<file path="config.mk">
export PLATFORM = sky130hd
export DESIGN_NAME = nvm_pwr_ctl
export DESIGN_NICKNAME = d
export VERILOG_FILES = /design/src/rtl/nvm_pwr_pkg.sv /design/src/rtl/nvm_req_bit.sv /design/src/rtl/nvm_wake_timer.sv /design/src/rtl/nvm_pwr_fsm.sv /design/src/rtl/nvm_pwr_ctl.sv
export SDC_FILE = /design/constraint.sdc
export NUM_CORES = 1
export LEC_CHECK = 0
export ABC_AREA = 1
export BUFFER_PORTS_ARGS = -buffer_cell sky130_fd_sc_hd__buf_2
export CAP_MARGIN = 30
export CORE_MARGIN = 2
export CORE_UTILIZATION = 34
export DETAILED_ROUTE_END_ITERATION = 8
export SETUP_SLACK_MARGIN = 0.3
export SLEW_MARGIN = 40
export SYNTH_ARGS = -nofsm -noshare
export SYNTH_HDL_FRONTEND = slang
export SYNTH_HIERARCHICAL = 1
export SYNTH_SLANG_ARGS = --single-unit
</file>
<file path="constraint.sdc">
create_clock -name clk -period 2.5 [get_ports clk]
set_input_delay 0.375 -clock clk [delete_from_list [all_inputs] [get_ports clk]]
set_output_delay 0.375 -clock clk [all_outputs]
set_load 0.02 [all_outputs]
</file>
<file path="src/rtl/nvm_pwr_pkg.sv">
package nvm_pwr_pkg;

    typedef enum logic [1:0] {
        ST_OFF  = 2'd0,
        ST_WAKE = 2'd1,
        ST_ON   = 2'd2
    } pwr_state_e;

    typedef struct packed {
        pwr_state_e st;
    } fsm_regs_t;

    typedef struct packed {
        logic bit_val;
    } req_regs_t;

endpackage

</file>
<file path="src/rtl/nvm_req_bit.sv">
module nvm_req_bit (
    input  logic clk,
    input  logic rst_n,
    input  logic sw_wr,
    input  logic sw_val,
    input  logic hw_set,
    output logic bit_q
);
    import nvm_pwr_pkg::*;

    req_regs_t r_d, r_q;

    // hardware auto-set takes priority over a software write in the same cycle
    always_comb begin
        r_d = r_q;
        if (hw_set) begin
            r_d.bit_val = 1'b1;
        end else if (sw_wr) begin
            r_d.bit_val = sw_val;
        end
    end

    always_ff @(posedge clk or negedge rst_n) begin
        if (!rst_n) begin
            r_q.bit_val <= 1'b1;
        end else begin
            r_q <= r_d;
        end
    end

    assign bit_q = r_q.bit_val;

endmodule

</file>
<file path="src/rtl/nvm_wake_timer.sv">
module nvm_wake_timer #(
    parameter int CNT_W = 8
) (
    input  logic             clk,
    input  logic             rst_n,
    input  logic             load,
    input  logic             run,
    input  logic [CNT_W-1:0] load_val,
    output logic             done
);
    localparam logic [CNT_W-1:0] CNT_ZERO = '0;
    localparam logic [CNT_W-1:0] CNT_ONE  = CNT_W'(1);

    typedef struct packed {
        logic [CNT_W-1:0] cnt;
    } tmr_regs_t;

    tmr_regs_t t_d, t_q;

    always_comb begin
        t_d = t_q;
        if (load) begin
            t_d.cnt = load_val;
        end else if (run && (t_q.cnt != CNT_ZERO)) begin
            t_d.cnt = t_q.cnt - CNT_ONE;
        end
    end

    always_ff @(posedge clk or negedge rst_n) begin
        if (!rst_n) begin
            t_q.cnt <= CNT_ZERO;
        end else begin
            t_q <= t_d;
        end
    end

    assign done = (t_q.cnt == CNT_ZERO);

endmodule

</file>
<file path="src/rtl/nvm_pwr_fsm.sv">
module nvm_pwr_fsm (
    input  logic                     clk,
    input  logic                     rst_n,
    input  logic                     lpm,
    input  logic                     acc_req,
    input  logic                     req_bit,
    input  logic                     timer_done,
    output nvm_pwr_pkg::pwr_state_e  state,
    output logic                     timer_load,
    output logic                     hw_set
);
    import nvm_pwr_pkg::*;

    fsm_regs_t f_d, f_q;

    always_comb begin
        f_d        = f_q;
        timer_load = 1'b0;
        hw_set     = 1'b0;
        unique case (f_q.st)
            ST_ON: begin
                // an access in progress defers any power-down
                if (!acc_req && (lpm || !req_bit)) begin
                    f_d.st = ST_OFF;
                end
            end
            ST_OFF: begin
                if (acc_req) begin
                    f_d.st     = ST_WAKE;
                    timer_load = 1'b1;
                    hw_set     = 1'b1;
                end else if (!lpm && req_bit) begin
                    f_d.st     = ST_WAKE;
                    timer_load = 1'b1;
                end
            end
            ST_WAKE: begin
                if (lpm && !acc_req) begin
                    f_d.st = ST_OFF;
                end else if (timer_done) begin
                    f_d.st = ST_ON;
                end
            end
            default: f_d.st = ST_OFF;
        endcase
    end

    always_ff @(posedge clk or negedge rst_n) begin
        if (!rst_n) begin
            f_q.st <= ST_ON;
        end else begin
            f_q <= f_d;
        end
    end

    assign state = f_q.st;

endmodule

</file>
<file path="src/rtl/nvm_pwr_ctl.sv">
module nvm_pwr_ctl #(
    parameter int MODE_W = 3,
    parameter int CNT_W  = 8
) (
    input  logic              clk,
    input  logic              rst_n,
    input  logic [MODE_W-1:0] dev_mode,
    input  logic [CNT_W-1:0]  wake_cycles,
    input  logic              reg_wr_en,
    input  logic              reg_wr_data,
    input  logic              acc_req,
    output logic              acc_grant,
    output logic              arr_pwr_en,
    output logic              pwr_req_rd
);
    import nvm_pwr_pkg::*;

    localparam logic [MODE_W-1:0] MODE_RUN = '0;
    localparam logic [CNT_W-1:0]  CNT_ZERO = '0;
    localparam logic [CNT_W-1:0]  CNT_ONE  = CNT_W'(1);

    pwr_state_e       state;
    logic             lpm;
    logic             timer_load;
    logic             timer_done;
    logic             hw_set;
    logic             req_bit;
    logic [CNT_W-1:0] load_val;

    assign lpm      = (dev_mode != MODE_RUN);
    // the wake interval counts load_val+1 cycles; a zero setting behaves as one
    assign load_val = (wake_cycles == CNT_ZERO) ? CNT_ZERO : (wake_cycles - CNT_ONE);

    nvm_req_bit u_req (
        .clk    (clk),
        .rst_n  (rst_n),
        .sw_wr  (reg_wr_en),
        .sw_val (reg_wr_data),
        .hw_set (hw_set),
        .bit_q  (req_bit)
    );

    nvm_wake_timer #(.CNT_W(CNT_W)) u_tmr (
        .clk      (clk),
        .rst_n    (rst_n),
        .load     (timer_load),
        .run      (state == ST_WAKE),
        .load_val (load_val),
        .done     (timer_done)
    );

    nvm_pwr_fsm u_fsm (
        .clk        (clk),
        .rst_n      (rst_n),
        .lpm        (lpm),
        .acc_req    (acc_req),
        .req_bit    (req_bit),
        .timer_done (timer_done),
        .state      (state),
        .timer_load (timer_load),
        .hw_set     (hw_set)
    );

    assign acc_grant  = (state == ST_ON) && acc_req;
    assign arr_pwr_en = (state != ST_OFF);
    assign pwr_req_rd = req_bit;

endmodule

</file>
**Yosys cells after proc, flatten, opt, wreduce, memory -nomap -nowiden**

Index checks and enable logic that the tools add are counted.

- $add $sub $neg: 2
- Equal/unequal tests: 5
- Muxes and demuxes: 16
- Reductions and logical operators: 18

Operators with widths:

| cell | count |
|---|---|
| 8-bit two-way mux | 3 |
| 8-bit zero test | 2 |
| 8-bit by 1-bit subtractor with 8-bit output (second input constant) | 2 |
| 2-bit two-way mux | 5 |
| 8-bit nonzero test | 1 |
| 1-bit two-way mux | 7 |
| 3-bit by 2-bit != test with 1-bit output (second input constant) | 2 |
| 2-bit case mux with 3 select lines | 1 |
| 2-bit nonzero test | 3 |
| 1-bit logical AND | 5 |
| 1-bit zero test | 3 |
| 3-bit AND reduction | 1 |
| 3-bit nonzero test | 1 |
| 2-bit by 1-bit == test with 1-bit output (second input constant) | 1 |
| 2-bit == test (second input constant) | 1 |
| 2-bit zero test | 1 |
| 2-bit by 1-bit != test with 1-bit output (second input constant) | 1 |
| 1-bit logical OR | 1 |

- Flip-flop bits (word level): 11
- Input bits: 16
- Output and inout bits: 3

**Logic depth before layout (Yosys ltp)**

- Depth in word-level cells: 7
- Gate-level depth with buffers: 11

**By module**

The synthesis kept the hierarchy.

By module, submodules not included:

| module | instances | cells each | area each (um^2) |
|---|---|---|---|
| nvm_wake_timer | 1 | 93 | 596.8 |
| nvm_pwr_ctl | 1 | 56 | 277.8 |
| nvm_pwr_fsm | 1 | 20 | 128.9 |
| nvm_req_bit | 1 | 6 | 53.8 |

**Least setup slack after synthesis**

Ideal clock, no wire load.

- Path type: input -> register
- Start: input port dev_mode[1]
- End: register u_tmr/t_q[0] (netlist bit)
- Setup time: 0.125 ns
- Arrival time: 1.539 ns
- Path slack: 0.836 ns
- Cell stages on the path: 10
- Buffers on the path: 1
- Cells stage by stage: or3_1 -> inv_1 -> nand2_1 -> nand2_1 -> nand2_1 -> inv_1 -> clkbuf_1 -> o21ai_0 -> nand2_1 -> o21ai_1

- Cells in the longest elaborated chain, start to end: 7

Ends and longest elaborated chain:

| item | line | RTL |
|---|---|---|
| start, declared | nvm_pwr_ctl.sv:7 | `input logic [MODE_W-1:0] dev_mode,` |
| 3-bit nonzero test * | nvm_pwr_ctl.sv:30 | `assign lpm = (dev_mode != MODE_RUN);` |
| 1-bit zero test * | nvm_pwr_fsm.sv:32 | `end else if (!lpm && req_bit) begin` |
| 1-bit logical AND * | nvm_pwr_fsm.sv:32 |  |
| 1-bit two-way mux * | nvm_pwr_fsm.sv:32 |  |
| 1-bit two-way mux * | nvm_pwr_fsm.sv:28 | `if (acc_req) begin` |
| 1-bit two-way mux * | nvm_pwr_fsm.sv:20 | `unique case (f_q.st)` |
| net timer_load | nvm_pwr_ctl.sv:24 | `logic timer_load;` |
| 8-bit two-way mux / 2-bit nonzero test (equally long branches) | n/a |  |
| end signal, assigned | nvm_wake_timer.sv:33 | `t_q <= t_d;` |
| end, declared | nvm_wake_timer.sv:18 | `tmr_regs_t t_d, t_q;` |

Mark *: on every way through the listed nets, which the timed path passes. The rest lies on a longest branch.
A chain may end at the register's enable or synchronous reset.

**Worst setup path after layout**

- Start: register u_fsm.f_q (netlist bit u_fsm/state[0])
- End: output port arr_pwr_en

- Cells in the longest elaborated chain, start to end: 1

Ends and longest elaborated chain:

| item | line | RTL |
|---|---|---|
| start, declared | nvm_pwr_fsm.sv:14 | `fsm_regs_t f_d, f_q;` |
| 2-bit nonzero test | nvm_pwr_ctl.sv:65 | `assign arr_pwr_en = (state != ST_OFF);` |
| end, declared | nvm_pwr_ctl.sv:13 | `output logic arr_pwr_en,` |

Every way passes these cells.

==> flow_metrics.env <==
export IMPL_drt_pass1_iterations=4
export IMPL_start_util_pct=35.2
export IMPL_wl_um=2150
export IMPL_gp_congestion=0.790
export IMPL_synthFlopType="dfrtp_1"
export IMPL_vias=1067
export IMPL_drt_iter0_markers=26
export IMPL_ys_async_sr_fraction_pct=100
export IMPL_clk_path_buf_depth=2
export IMPL_combPwrFrac_pct=58.0
export IMPL_cts_root_buf="clkbuf_4"
export IMPL_critical_path_arrival_ns=1.20
export IMPL_worstPathRequired_ns=2.12
export IMPL_finalCritPeriodShare_pct=63.1
export IMPL_die_w_um=59.8
export IMPL_grt_max_degree=13
export IMPL_htree_levels=1
export IMPL_p_per_area_mw_per_mm2=925
export IMPL_cts_tree="yes"
export IMPL_synthDistinctLibCells=25
export IMPL_area_growth_pct=16.2
export IMPL_fillCellCount=326
export IMPL_synth_fp_nets=195
export IMPL_rows=20
export IMPL_final_util_pct=40.9
export IMPL_p_switching_mw=0.570
export IMPL_antenna_found_initial=0
export IMPL_synth_edf_count=0
export IMPL_swShare_pct=50.2
export IMPL_place_hpwl_um=1770
export IMPL_cts_buffers=3
export IMPL_fmax_mhz=634
export IMPL_finalSetupViolations=0
export IMPL_cp_start_kind="register"
export IMPL_pwr_share_clk_pct=10.8
export IMPL_reg2reg_slack_ns=1.07
export IMPL_ios=19
export IMPL_numClockSinks=11
export IMPL_worst_ir_drop_vdd_uv=401
export IMPL_nets=219
export IMPL_yosys_top_cells_count="56 x nand2_1, 29 x inv_1, 23 x nor2_1"
export IMPL_grt_util_all_layers_pct=14.5
export IMPL_path_class="register to primary output"
export IMPL_die_h_um=59.8
export IMPL_slew_viol_final=0
export IMPL_worstMarginPinSlew_ns=0.280
export IMPL_power_total_mw=1.14
export IMPL_seqPwrFrac_pct=31.1
export IMPL_seq_area_frac_synth_pct=26.3
export IMPL_cp_max_fo=7
export IMPL_netlist_area_sq_mm=0.00106
export IMPL_post_drt_wl_per_cell_um=9.29
export IMPL_worst_slack_ns=0.923
export IMPL_synth_seq_cells=11
export IMPL_yosys_area_top_type_share_pct=21.3
export IMPL_final_setup_skew_ns=0.00477
export IMPL_yosys_warnings=6
export IMPL_synth_most_common_cell="nand2_1"
export IMPL_drv_cap=0
export IMPL_ys_top_cells_by_area="dfrtp_1 21%, nand2_1 20%, inv_1 10%"
export IMPL_grt_setup_unrepaired="no"
export IMPL_hold_class="input pin to register"
export IMPL_coreArea_sq_mm=0.00300
export IMPL_power_internal_mw=0.566
export IMPL_regArea_sq_um=278
export IMPL_slew_headroom_pct=81.3
export IMPL_pre_cts_ws_ns=0.764
export IMPL_drc_errors=0
export IMPL_endpoint_kind="primary output"
export IMPL_synth_top_area_cell="dfrtp_1"
export IMPL_hold_viol_final=0
export IMPL_drive_above_1_share_pct=20.7
export IMPL_grt_pass1_wl_um=3960
export IMPL_insertion_delay_ns=0.27
export IMPL_fin_tns_setup_ns=0
export IMPL_grt_pass1_vias=985
export IMPL_grt_ovfl_total=0
export IMPL_cts_setup_buffers=0
export IMPL_ant_nets=0
export IMPL_status="finished clean"
export IMPL_antennaDiodeCount=0
export IMPL_synthCells=175
export IMPL_leakage_nw=0.700
export IMPL_io_buffers=18
export IMPL_period_minus_slack_ns=1.58
export IMPL_multi_input_area_sq_um=654
export IMPL_dieArea_sq_mm=0.00357
export IMPL_synth_avg_cell_area_sq_um=6.04
export IMPL_via_per_inst=4.62
export IMPL_path_clk_slew_ns=0.07
## area by class of cell
| class | count | area share (%) |
|---|---|---|
| well taps | 33 | 3.36 |
| flip-flops and latches | 11 | 22.6 |
| clock buffers | 4 | 2.14 |
| multi-input cells | 131 | 53.3 |
| repair buffers | 20 | 8.76 |
| inverters | 32 | 9.88 |
## sequential cells by signal, summed over array words and instances, names as in the netlist
register and flops:
u_req/bit_q 1, u_fsm/state 2, u_tmr/t_q 8
## per-layer routing
| metal | part of all wire [%] | GRT usage (%) |
|---|---|---|
| met1 | 51 | 19.7 |
| met2 | 45 | 23.1 |
| met3 | 3.3 | 3.90 |
| met4 | 0.42 | 2.86 |
| met5 | 0 | 0 |
## final timing paths
| kind | start | endpoint | cells past startpoint |
|---|---|---|---|
| min | reg_wr_data | u_req/bit_q | 3 |
| min reg2reg | u_req/bit_q | u_req/bit_q | 2 |
| max reg2reg | u_tmr/t_q[0] | u_tmr/t_q[0] | 7 |
| min in group asynchronous | rst_n | u_tmr/t_q[5] | 2 |
| max | u_fsm/state[0] | arr_pwr_en | 2 |
| max in group asynchronous | rst_n | u_req/bit_q | 2 |
## timing repair
action                                 CTS  global route
endpoints found under the hold margin    9             0
hold buffers                             1             0
gates resized for setup                  0             0
## power by group through the flow
stage                     Sequential, mW  Combinational (mW)  Clock [mW]
after CTS                          0.353               0.666       0.131
final                              0.354               0.659       0.123
after floorplan                    0.338               0.522           0
after detailed placement           0.356               0.663           0
after global routing               0.367               0.780       0.140
after global placement             0.357               0.662           0
## stage by stage
stage	cells	instance area, sq um	hold WS (ns)
2_1_floorplan	175	1060	0.0794
3_3_place_gp	226	1190	0.259
3_5_place_dp	226	1190	0.263
4_1_cts	231	1230	0.314
5_1_grt	231	1230	0.317
6_report	231	1230	0.322
## critical path, cell delays in order, from the launching register on
cell     delay (ns)
dfrtp_1        0.46
or2_2          0.31
buf_2          0.16
## layout by cell type, fill, tap and decap left out, types with 2 or more instances in the layout
master,Yosys,layout
nor2_2,5,5
nand2_1,56,56
nand4_1,5,5
inv_2,2,2
nor2_1,23,23
inv_1,29,29
a21oi_1,2,2
nand2_2,3,3
o21ai_1,2,2
dfrtp_1,9,9
buf_2,0,18
dfstp_2,2,2
clkbuf_4,0,3
xor2_1,2,2
nand3_1,16,16
ha_1,4,4
o21ai_0,5,5
## logic make-up (layout without fill, tap and decap cells)
logic type,after synthesis,count (layout),share of synthesized area (%)
adder cells (fa/ha/maj),4,4,4.73
XOR/XNOR,3,3,2.49
AO/OA/AOI/OAI,11,11,6.63
buffers and inverters,33,56,11.8
AND/OR/NAND/NOR,113,113,48.0
flip-flops,11,11,26.3
No activity file was read; power rests on OpenSTA's default activity.
